<file path="src/rtl/fsp_pkg.sv">
package fsp_pkg;

    parameter int FSP_WORD_W = 16;

    // index of each external pin inside the synchronizer bundle
    localparam int PIN_TCLK = 0;
    localparam int PIN_TFS  = 1;
    localparam int PIN_RCLK = 2;
    localparam int PIN_RFS  = 3;
    localparam int PIN_SDI  = 4;
    localparam int PIN_N    = 5;

    // idle levels: frame syncs rest high, clocks and data low
    localparam logic [PIN_N-1:0] PIN_IDLE = 5'b01010;

    typedef struct packed {
        logic fs_master;
        logic clk_master;
    } fsp_ctrl_t;

    typedef enum logic {
        PH_IDLE  = 1'b0,
        PH_SHIFT = 1'b1
    } fsp_phase_e;

    function automatic int fsp_cnt_w(input int w);
        return $clog2(w + 1);
    endfunction

endpackage

</file>
<file path="src/rtl/fsp_sync.sv">
module fsp_sync #(
    parameter int              W       = 1,
    parameter logic [W-1:0]    RST_VAL = '0
) (
    input  logic         clk,
    input  logic         rst,
    input  logic [W-1:0] d,
    output logic [W-1:0] q
);
    logic [W-1:0] stage1, stage2;

    always_ff @(posedge clk) begin
        if (rst) begin
            stage1 <= RST_VAL;
            stage2 <= RST_VAL;
        end else begin
            stage1 <= d;
            stage2 <= stage1;
        end
    end

    assign q = stage2;
endmodule

</file>
<file path="src/rtl/fsp_tx.sv">
module fsp_tx
    import fsp_pkg::*;
#(
    parameter int W = FSP_WORD_W
) (
    input  logic         clk,
    input  logic         rst,
    input  fsp_ctrl_t    ctrl,
    input  logic         xclk_s,
    input  logic         xfs_s,
    input  logic         load,
    input  logic [W-1:0] load_data,
    output logic         empty,
    output logic         bclk_gen,
    output logic         fs_gen,
    output logic         sdo
);
    localparam int CW = fsp_cnt_w(W);

    logic         clkgen_q, xclk_prev, xfs_prev;
    logic [W-1:0] hold_q, shreg_q;
    logic         full_q;
    logic [CW-1:0] cnt_q;
    fsp_phase_e   phase_q;
    logic         bit_rise, ext_start, int_start, start;

    // master clock: next edge drives clkgen high when it is low now
    assign bit_rise  = ctrl.clk_master ? ~clkgen_q : (xclk_s & ~xclk_prev);
    assign ext_start = ~ctrl.fs_master & ~xfs_s & xfs_prev;
    assign int_start = ctrl.fs_master & bit_rise & full_q;
    assign start     = (phase_q == PH_IDLE) & (ext_start | int_start);

    always_ff @(posedge clk) begin
        if (rst) begin
            clkgen_q  <= 1'b0;
            xclk_prev <= 1'b0;
            xfs_prev  <= 1'b1;
        end else begin
            clkgen_q  <= ctrl.clk_master ? ~clkgen_q : 1'b0;
            xclk_prev <= xclk_s;
            xfs_prev  <= xfs_s;
        end
    end

    always_ff @(posedge clk) begin
        if (rst) begin
            hold_q <= '0;
            full_q <= 1'b0;
        end else begin
            if (load) hold_q <= load_data;
            full_q <= load | (full_q & ~start);
        end
    end

    always_ff @(posedge clk) begin
        if (rst) begin
            phase_q <= PH_IDLE;
            shreg_q <= '0;
            cnt_q   <= '0;
            sdo     <= 1'b0;
        end else if (start) begin
            phase_q <= PH_SHIFT;
            sdo     <= hold_q[W-1];
            shreg_q <= {hold_q[W-2:0], 1'b0};
            cnt_q   <= CW'(1);
        end else if (phase_q == PH_SHIFT && bit_rise) begin
            if (cnt_q == CW'(W)) begin
                phase_q <= PH_IDLE;
                sdo     <= 1'b0;
            end else begin
                sdo     <= shreg_q[W-1];
                shreg_q <= {shreg_q[W-2:0], 1'b0};
                cnt_q   <= cnt_q + CW'(1);
            end
        end
    end

    always_ff @(posedge clk) begin
        if (rst)            fs_gen <= 1'b1;
        else if (start && int_start) fs_gen <= 1'b0;
        else if (bit_rise)  fs_gen <= 1'b1;
    end

    assign empty    = ~full_q;
    assign bclk_gen = clkgen_q;
endmodule

</file>
<file path="src/rtl/fsp_rx.sv">
module fsp_rx
    import fsp_pkg::*;
#(
    parameter int W = FSP_WORD_W
) (
    input  logic         clk,
    input  logic         rst,
    input  logic         rclk_s,
    input  logic         rfs_s,
    input  logic         sdi_s,
    input  logic         rd,
    output logic [W-1:0] word,
    output logic         ready,
    output logic         overrun
);
    localparam int CW = fsp_cnt_w(W);

    logic           rclk_prev, rfs_prev;
    logic [W-2:0]   shreg_q;
    logic [CW-1:0]  cnt_q;
    fsp_phase_e     phase_q;
    logic           bit_fall, fs_fall, done;

    assign bit_fall = ~rclk_s & rclk_prev;
    assign fs_fall  = ~rfs_s & rfs_prev;
    assign done     = (phase_q == PH_SHIFT) & bit_fall & (cnt_q == CW'(W - 1));

    always_ff @(posedge clk) begin
        if (rst) begin
            rclk_prev <= 1'b0;
            rfs_prev  <= 1'b1;
        end else begin
            rclk_prev <= rclk_s;
            rfs_prev  <= rfs_s;
        end
    end

    always_ff @(posedge clk) begin
        if (rst) begin
            phase_q <= PH_IDLE;
            shreg_q <= '0;
            cnt_q   <= '0;
        end else if (phase_q == PH_IDLE) begin
            if (fs_fall) begin
                phase_q <= PH_SHIFT;
                cnt_q   <= '0;
            end
        end else if (bit_fall) begin
            shreg_q <= {shreg_q[W-3:0], sdi_s};
            if (done) phase_q <= PH_IDLE;
            else      cnt_q   <= cnt_q + CW'(1);
        end
    end

    always_ff @(posedge clk) begin
        if (rst) begin
            word    <= '0;
            ready   <= 1'b0;
            overrun <= 1'b0;
        end else begin
            if (done) word <= {shreg_q, sdi_s};
            ready   <= done | (ready & ~rd);
            overrun <= (done & ready & ~rd) | (overrun & ~rd);
        end
    end
endmodule

</file>
<file path="src/rtl/fsp_port.sv">
module fsp_port
    import fsp_pkg::*;
#(
    parameter int W = FSP_WORD_W
) (
    input  logic         clk,
    input  logic         rst,
    input  logic         ctl_we,
    input  logic [1:0]   ctl_wdata,
    output logic [2:0]   ctl_rdata,
    input  logic         tx_load,
    input  logic [W-1:0] tx_data,
    output logic         tx_empty,
    input  logic         rx_read,
    output logic [W-1:0] rx_data,
    output logic         rx_ready,
    output logic         rx_overrun,
    input  logic         hiz_n,
    input  logic         tclk_in,
    output logic         tclk_out,
    output logic         tclk_oe,
    input  logic         tfs_in,
    output logic         tfs_out,
    output logic         tfs_oe,
    output logic         sdo,
    output logic         sdo_oe,
    input  logic         rclk_in,
    input  logic         rfs_in,
    input  logic         sdi
);
    fsp_ctrl_t        ctrl_q;
    logic [PIN_N-1:0] pin_raw, pin_s;

    always_ff @(posedge clk) begin
        if (rst)         ctrl_q <= '0;
        else if (ctl_we) ctrl_q <= fsp_ctrl_t'(ctl_wdata);
    end

    always_comb begin
        pin_raw           = '0;
        pin_raw[PIN_TCLK] = tclk_in;
        pin_raw[PIN_TFS]  = tfs_in;
        pin_raw[PIN_RCLK] = rclk_in;
        pin_raw[PIN_RFS]  = rfs_in;
        pin_raw[PIN_SDI]  = sdi;
    end

    fsp_sync #(.W(PIN_N), .RST_VAL(PIN_IDLE)) u_sync (
        .clk (clk),
        .rst (rst),
        .d   (pin_raw),
        .q   (pin_s)
    );

    fsp_tx #(.W(W)) u_tx (
        .clk       (clk),
        .rst       (rst),
        .ctrl      (ctrl_q),
        .xclk_s    (pin_s[PIN_TCLK]),
        .xfs_s     (pin_s[PIN_TFS]),
        .load      (tx_load),
        .load_data (tx_data),
        .empty     (tx_empty),
        .bclk_gen  (tclk_out),
        .fs_gen    (tfs_out),
        .sdo       (sdo)
    );

    fsp_rx #(.W(W)) u_rx (
        .clk     (clk),
        .rst     (rst),
        .rclk_s  (pin_s[PIN_RCLK]),
        .rfs_s   (pin_s[PIN_RFS]),
        .sdi_s   (pin_s[PIN_SDI]),
        .rd      (rx_read),
        .word    (rx_data),
        .ready   (rx_ready),
        .overrun (rx_overrun)
    );

    assign ctl_rdata = {pin_s[PIN_RCLK], ctrl_q.fs_master, ctrl_q.clk_master};
    assign tclk_oe   = hiz_n & ctrl_q.clk_master;
    assign tfs_oe    = hiz_n & ctrl_q.fs_master;
    assign sdo_oe    = hiz_n;
endmodule

</file>
<file path="config.mk">
export PLATFORM = sky130hd
export DESIGN_NAME = fsp_port
export DESIGN_NICKNAME = d
export VERILOG_FILES = /design/src/rtl/fsp_pkg.sv /design/src/rtl/fsp_sync.sv /design/src/rtl/fsp_tx.sv /design/src/rtl/fsp_rx.sv /design/src/rtl/fsp_port.sv
export SDC_FILE = /design/constraint.sdc
export NUM_CORES = 1
export LEC_CHECK = 0
export ABC_CLOCK_PERIOD_IN_PS = 4520
export BUFFER_PORTS_ARGS = -buffer_cell sky130_fd_sc_hd__buf_2
export CORE_ASPECT_RATIO = 1.4
export CORE_MARGIN = 10
export CORE_UTILIZATION = 60
export CTS_CLUSTER_SIZE = 14
export DETAILED_ROUTE_END_ITERATION = 12
export PLACE_DENSITY = 0.84
export SLEW_MARGIN = 20
export SYNTH_ARGS = -nofsm -noshare
export SYNTH_HDL_FRONTEND = slang
export SYNTH_SLANG_ARGS = --single-unit
</file>
<file path="constraint.sdc">
create_clock -name clk -period 4.52 [get_ports clk]
set_input_delay 0.226 -clock clk [delete_from_list [all_inputs] [get_ports clk]]
set_output_delay 0.226 -clock clk [all_outputs]
set_load 0.03 [all_outputs]
</file>
# Word level (Yosys, flattened, before mapping)
# Cells that the tools add are included.
[word_totals] register_bits=96 input_bits=29 out_inout_bits=28
[classes] add_sub_neg=2 eq_ne=5 muxes=23 bitwise_logic=33 reduce_logical=13
[ops] operator="two-way mux 16 bit" n=3
[ops] operator="two-way mux 5 bit" n=4
[ops] operator="AND 1 bit" n=17
[ops] operator="two-way mux 1 bit" n=16
[ops] operator="NOT 1 bit" n=12
[ops] operator="adder 5 x 1 -> 5 bit (second input constant)" n=2
[ops] operator="AND reduction 2 bit" n=4
[ops] operator="nonzero test 2 bit" n=4
[ops] operator="== test 5 x 4 -> 1 bit (second input constant)" n=1
[ops] operator="== test 5 bit (second input constant)" n=1
[ops] operator="inequality test 2 bit (second input constant)" n=2
[ops] operator="OR 1 bit" n=4
[ops] operator="OR reduction 2 bit" n=2
[ops] operator="AND reduction 3 bit" n=1
[ops] operator="logical AND 1 bit" n=2
[ops] operator="inequality test 2 x 1 -> 1 bit (second input constant)" n=1

# Longest topological paths before layout
[depth] word_depth=10 mapped_depth=8 mapped_depth_nobuf=7

# Modules after synthesis
# Synthesis repeated with hierarchy kept, for this count alone.
[hier_totals] hier_cells=395 area_unflattened_um2=3702.3
[by_module_without_submodules] module="fsp_tx" n_inst=1 cells_per_inst=187 area_per_inst_um2=1861.8 seq_area_each_um2=860.8
[by_module_without_submodules] module="fsp_rx" n_inst=1 cells_per_inst=179 area_per_inst_um2=1490.2 seq_area_each_um2=820.8
[by_module_without_submodules] module="fsp_sync" n_inst=1 cells_per_inst=20 area_per_inst_um2=262.8 seq_area_each_um2=200.2
[by_module_without_submodules] module="fsp_port" n_inst=1 cells_per_inst=9 area_per_inst_um2=87.6 seq_area_each_um2=40.0

# Worst setup path before layout
# No wires, ideal clock.
[synth_path] kind="register to register" start="reg u_rx.cnt_q[0]" end="reg u_rx.cnt_q[3]" arrival_time_ns=1.818 path_slack_ns=2.617 stages_incl_launch_ff=8 path_buffers=0 cell_sequence="dfxtp_1 > ha_1 > and3_1 > ha_1 > and4bb_2 > nor2_1 > or3_1 > a211oi_1"
[synth_via] elab_chain_len=4
[synth_lines] item="from (decl)" line_no="fsp_rx.sv:20" source="logic [CW-1:0] cnt_q;"
[synth_lines] item="from (signal assigned)" line_no="fsp_rx.sv:51" source="else cnt_q <= cnt_q + CW'(1);"
[synth_lines] item="adder 5 x 1 -> 5 bit / == test 5 x 4 -> 1 bit (equally long branches)" line_no="fsp_rx.sv:51, fsp_rx.sv:26"
[synth_lines] item="two-way mux 5 bit / AND 1 bit (equally long branches)" line_no="fsp_rx.sv:50, fsp_rx.sv:26"
[synth_lines] item="two-way mux 5 bit / inequality test 2 bit (equally long branches)"
[synth_lines] item="two-way mux 5 bit / AND reduction 3 bit (equally long branches)"
# Parallel ways exist; a longest one is shown, timed or not. The select of a mux whose other input is x is not followed.
# A chain may end at the register's enable or synchronous reset.

# Final worst setup path
[layout_path] start="reg ctrl_q, in the netlist ctl_rdata[0]" end="reg u_tx.cnt_q[2]"
[layout_via] elab_chain_len=6
[layout_lines] item="from (decl)" line_no="fsp_port.sv:31" source="fsp_ctrl_t ctrl_q;"
[layout_lines] item="from (signal assigned)" line_no="fsp_port.sv:36" source="else if (ctl_we) ctrl_q <= fsp_ctrl_t'(ctl_wdata);"
[layout_lines] item="two-way mux 1 bit (*)" line_no="fsp_tx.sv:28" source="assign bit_rise = ctrl.clk_master ? ~clkgen_q : (xclk_s & ~xclk_prev);"
[layout_lines] item="AND 1 bit (2 in series)" line_no="fsp_tx.sv:30" source="assign int_start = ctrl.fs_master & bit_rise & full_q;"
[layout_lines] item="OR 1 bit" line_no="fsp_tx.sv:31" source="assign start = (phase_q == PH_IDLE) & (ext_start | int_start);"
[layout_lines] item="AND 1 bit" line_no="fsp_tx.sv:31"
[layout_lines] item="OR reduction 2 bit (no source line)"
[layout_lines] item="to (signal assigned)" line_no="fsp_tx.sv:73" source="cnt_q <= cnt_q + CW'(1);"
[layout_lines] item="to (decl)" line_no="fsp_tx.sv:23" source="logic [CW-1:0] cnt_q;"
# Every way passes the cells marked *; elsewhere a longest branch is shown, timed or not.

==> flow_metrics.tcl <==
set metrics [dict create \
    status "finished, final reports clean" \
    cp_max_fo 20 \
    ctsHoldBuffers 0 \
    place_ws_ps 2110 \
    rows 33 \
    yosys.area_share.adder 0.0135 \
    yosys_most_used_dff "dfxtp_1" \
    grt_max_degree 80 \
    cts_tree "yes" \
    finClkSkew_ps 7.37 \
    final_common_cell "dfxtp_1" \
    cts_root_buffer "clkbuf_8" \
    synth_compound_area_frac 0.132 \
    tns_ps 0 \
    yosysSeqAreaShare 0.517 \
    drt_pre_antenna_iters 4 \
    drt-total-wl_um 7520 \
    synth-simple-area-share 0.183 \
    startpoint_type "flop" \
    die_area_sq_um 9780 \
    rsz0062_at_grt "no" \
    hp-class "in -> reg" \
    syn-instance-count 397 \
    ios 57 \
    crit_arrival_ps 2500 \
    synth_top_family_by_area "simple AND/OR/NAND/NOR gates" \
    clk_latency_ps 370 \
    relSlewSlack 0.392 \
    synth_area_leader_cell "dfxtp_1" \
    area_growth_pct 12.0 \
    fin_crit_sh 0.484 \
    synth.area.mux_share 0.0916 \
    wl_per_cell_um 14.7 \
    cts.sinks 96 \
    post_cts_resized 0 \
    grt-ovfl-total 0 \
    nets 468 \
    grt_pass1_wl_um 12600 \
    io_buffers 56 \
    num_vias 2838 \
    drcViolationCount 0 \
    drv_cap 0 \
    synth_edf_count 0 \
    clk_path_buf_depth 2 \
    drv_slew 0 \
    drt-vias-per-instance 5.56 \
    postCtsSetupRepairBufs 0 \
    worstSetupPathType "reg -> reg" \
    post_synth_xor_area_fraction 0.0118 \
    num_antenna_cells 0 \
    crit_path_end_kind "flop" \
    power_density_nw_per_um2 383 \
    die_h_um 113 \
    grt_pass1_vias 2774 \
    leakagePower_nw 1.76 \
    ant_nets 0 \
    cts_inserted_buffers 9 \
    ys_top_cells_by_area "dfxtp_1, mux2i_1, a21oi_1" \
    setup_ws_ps 2330 \
    finalSetupViolCount 0 \
    synth_warnings 0 \
    antenna_found_initial 0 \
    fin_crit_ps 2190 \
    layout-drive-gt1-share 0.195 \
    syn_area_per_cell_sq_um 9.36 \
    worst_pin_slew_ps 911 \
    hold_violations 0 \
    gp_congestion 0.794 \
    async_reset_ff_frac 0 \
    vdd_ir_drop_max_uv 343 \
    final_cell_mix "dfxtp_1, nand2_1, buf_2" \
    cts_max_level 3 \
    cts.clk_slew.worst_paths_ps 90 \
    grtUsageTotal 0.156 \
    drt_iter0_drc 107 \
    n_fill_cell 470 \
    ys_types 41 \
    die_x_um 86.5 \
    synth_seq_cells 96 \
    fmax_mhz 457 \
    synth_top_area_share 0.517 \
    syn_nets 430 \
    dp_hpwl_um 5140 \
    syn_area_sq_um 3710 \
    crit_required_ps 4830 \
    start_util 0.625 \
    core_sq_um 5950 \
]
==> final timing paths <==
check                                 startpoint             to  slack, ps  cells past startpoint
worst max register to register      ctl_rdata[0]  u_tx.cnt_q[2]       2330                      4
worst min-delay path                     rx_read   u_rx.overrun         20                      2
worst max-delay path                ctl_rdata[0]  u_tx.cnt_q[2]       2330                      4
worst min register to register  u_sync.stage1[3]    u_sync.q[3]        420                      1
==> where the power goes <==
group	total, mW	internal [mW]	switching [mW]
clock	0.584	0.290	0.294
sequential	0.896	0.874	0.0218
combinational	0.114	0.0471	0.0664
==> synthesized netlist by cell type, types with 3 or more instances <==
cell type and count:
buf_2 6, nor2_1 23, o2111ai_1 3, buf_4 4
nand2_1 66, ha_1 4, xor2_1 3, dfxtp_1 96
inv_1 6, or2_2 7, clkbuf_1 17, nor3_1 7
o41ai_1 14, mux2i_1 34, a21oi_1 55, nor2b_1 9
buf_6 3, and2_1 7, o21ai_0 4
==> worst max-delay path: stages, from the launching register on <==
cell and delay, ps:
dfxtp_1 370, and2b_1 280, nor3b_4 700, or3_1 550, and3_1 230
==> cell families (layout without fill, tap and decap cells) <==
family          count (synthesis)  after routing
simple gates                  138            138
flops                          96             96
compound gates                 82             82
buf+inv                        38             81
mux                            34             34
xor+xnor                        5              5
fa+ha+maj                       4              4
==> stage by stage <==
stage | utilization | power [mW] | hold slack (ps) | cells | area (sq um)
floorplan | - | 0.996 | 303 | 397 | 3710
global placement | 0.663 | 1.02 | 399 | 494 | 3940
detailed placement | 0.663 | 1.03 | 399 | 494 | 3940
CTS | 0.699 | 1.60 | 15.2 | 510 | 4160
global route | 0.700 | 1.65 | 13.5 | 510 | 4160
finish | 0.700 | 1.59 | 21.6 | 510 | 4160
==> registers in the layout (all words and copies together) (netlist names), 2 cells and up <==
signal / count
u_sync.q: 5
u_rx.cnt_q: 5
u_tx.hold_q: 16
u_sync.stage1: 5
u_tx.cnt_q: 5
u_rx.shreg_q: 15
u_tx.shreg_q: 15
u_rx.word: 16
ctl_rdata: 2
==> metal layers <==
metal	share of wire	vias to the layer above	global-route usage
li1	-	1439	-
met1	0.39	1322	0.156
met2	0.53	59	0.277
met3	0.052	18	0.0546
met4	0.025	0	0.0737
met5	0	-	0
==> cell type report <==
type	instances	area, sq um	area share
tap	70	87.6	0.0210
timing repair buffer	59	303	0.0728
inverter	6	22.5	0.00541
multi-input combinational	263	1610	0.387
clock buffer	11	151	0.0364
sequential	96	1920	0.462
clock inverter	5	63.8	0.0153
Note: power is estimated with default switching activity, not from simulation.
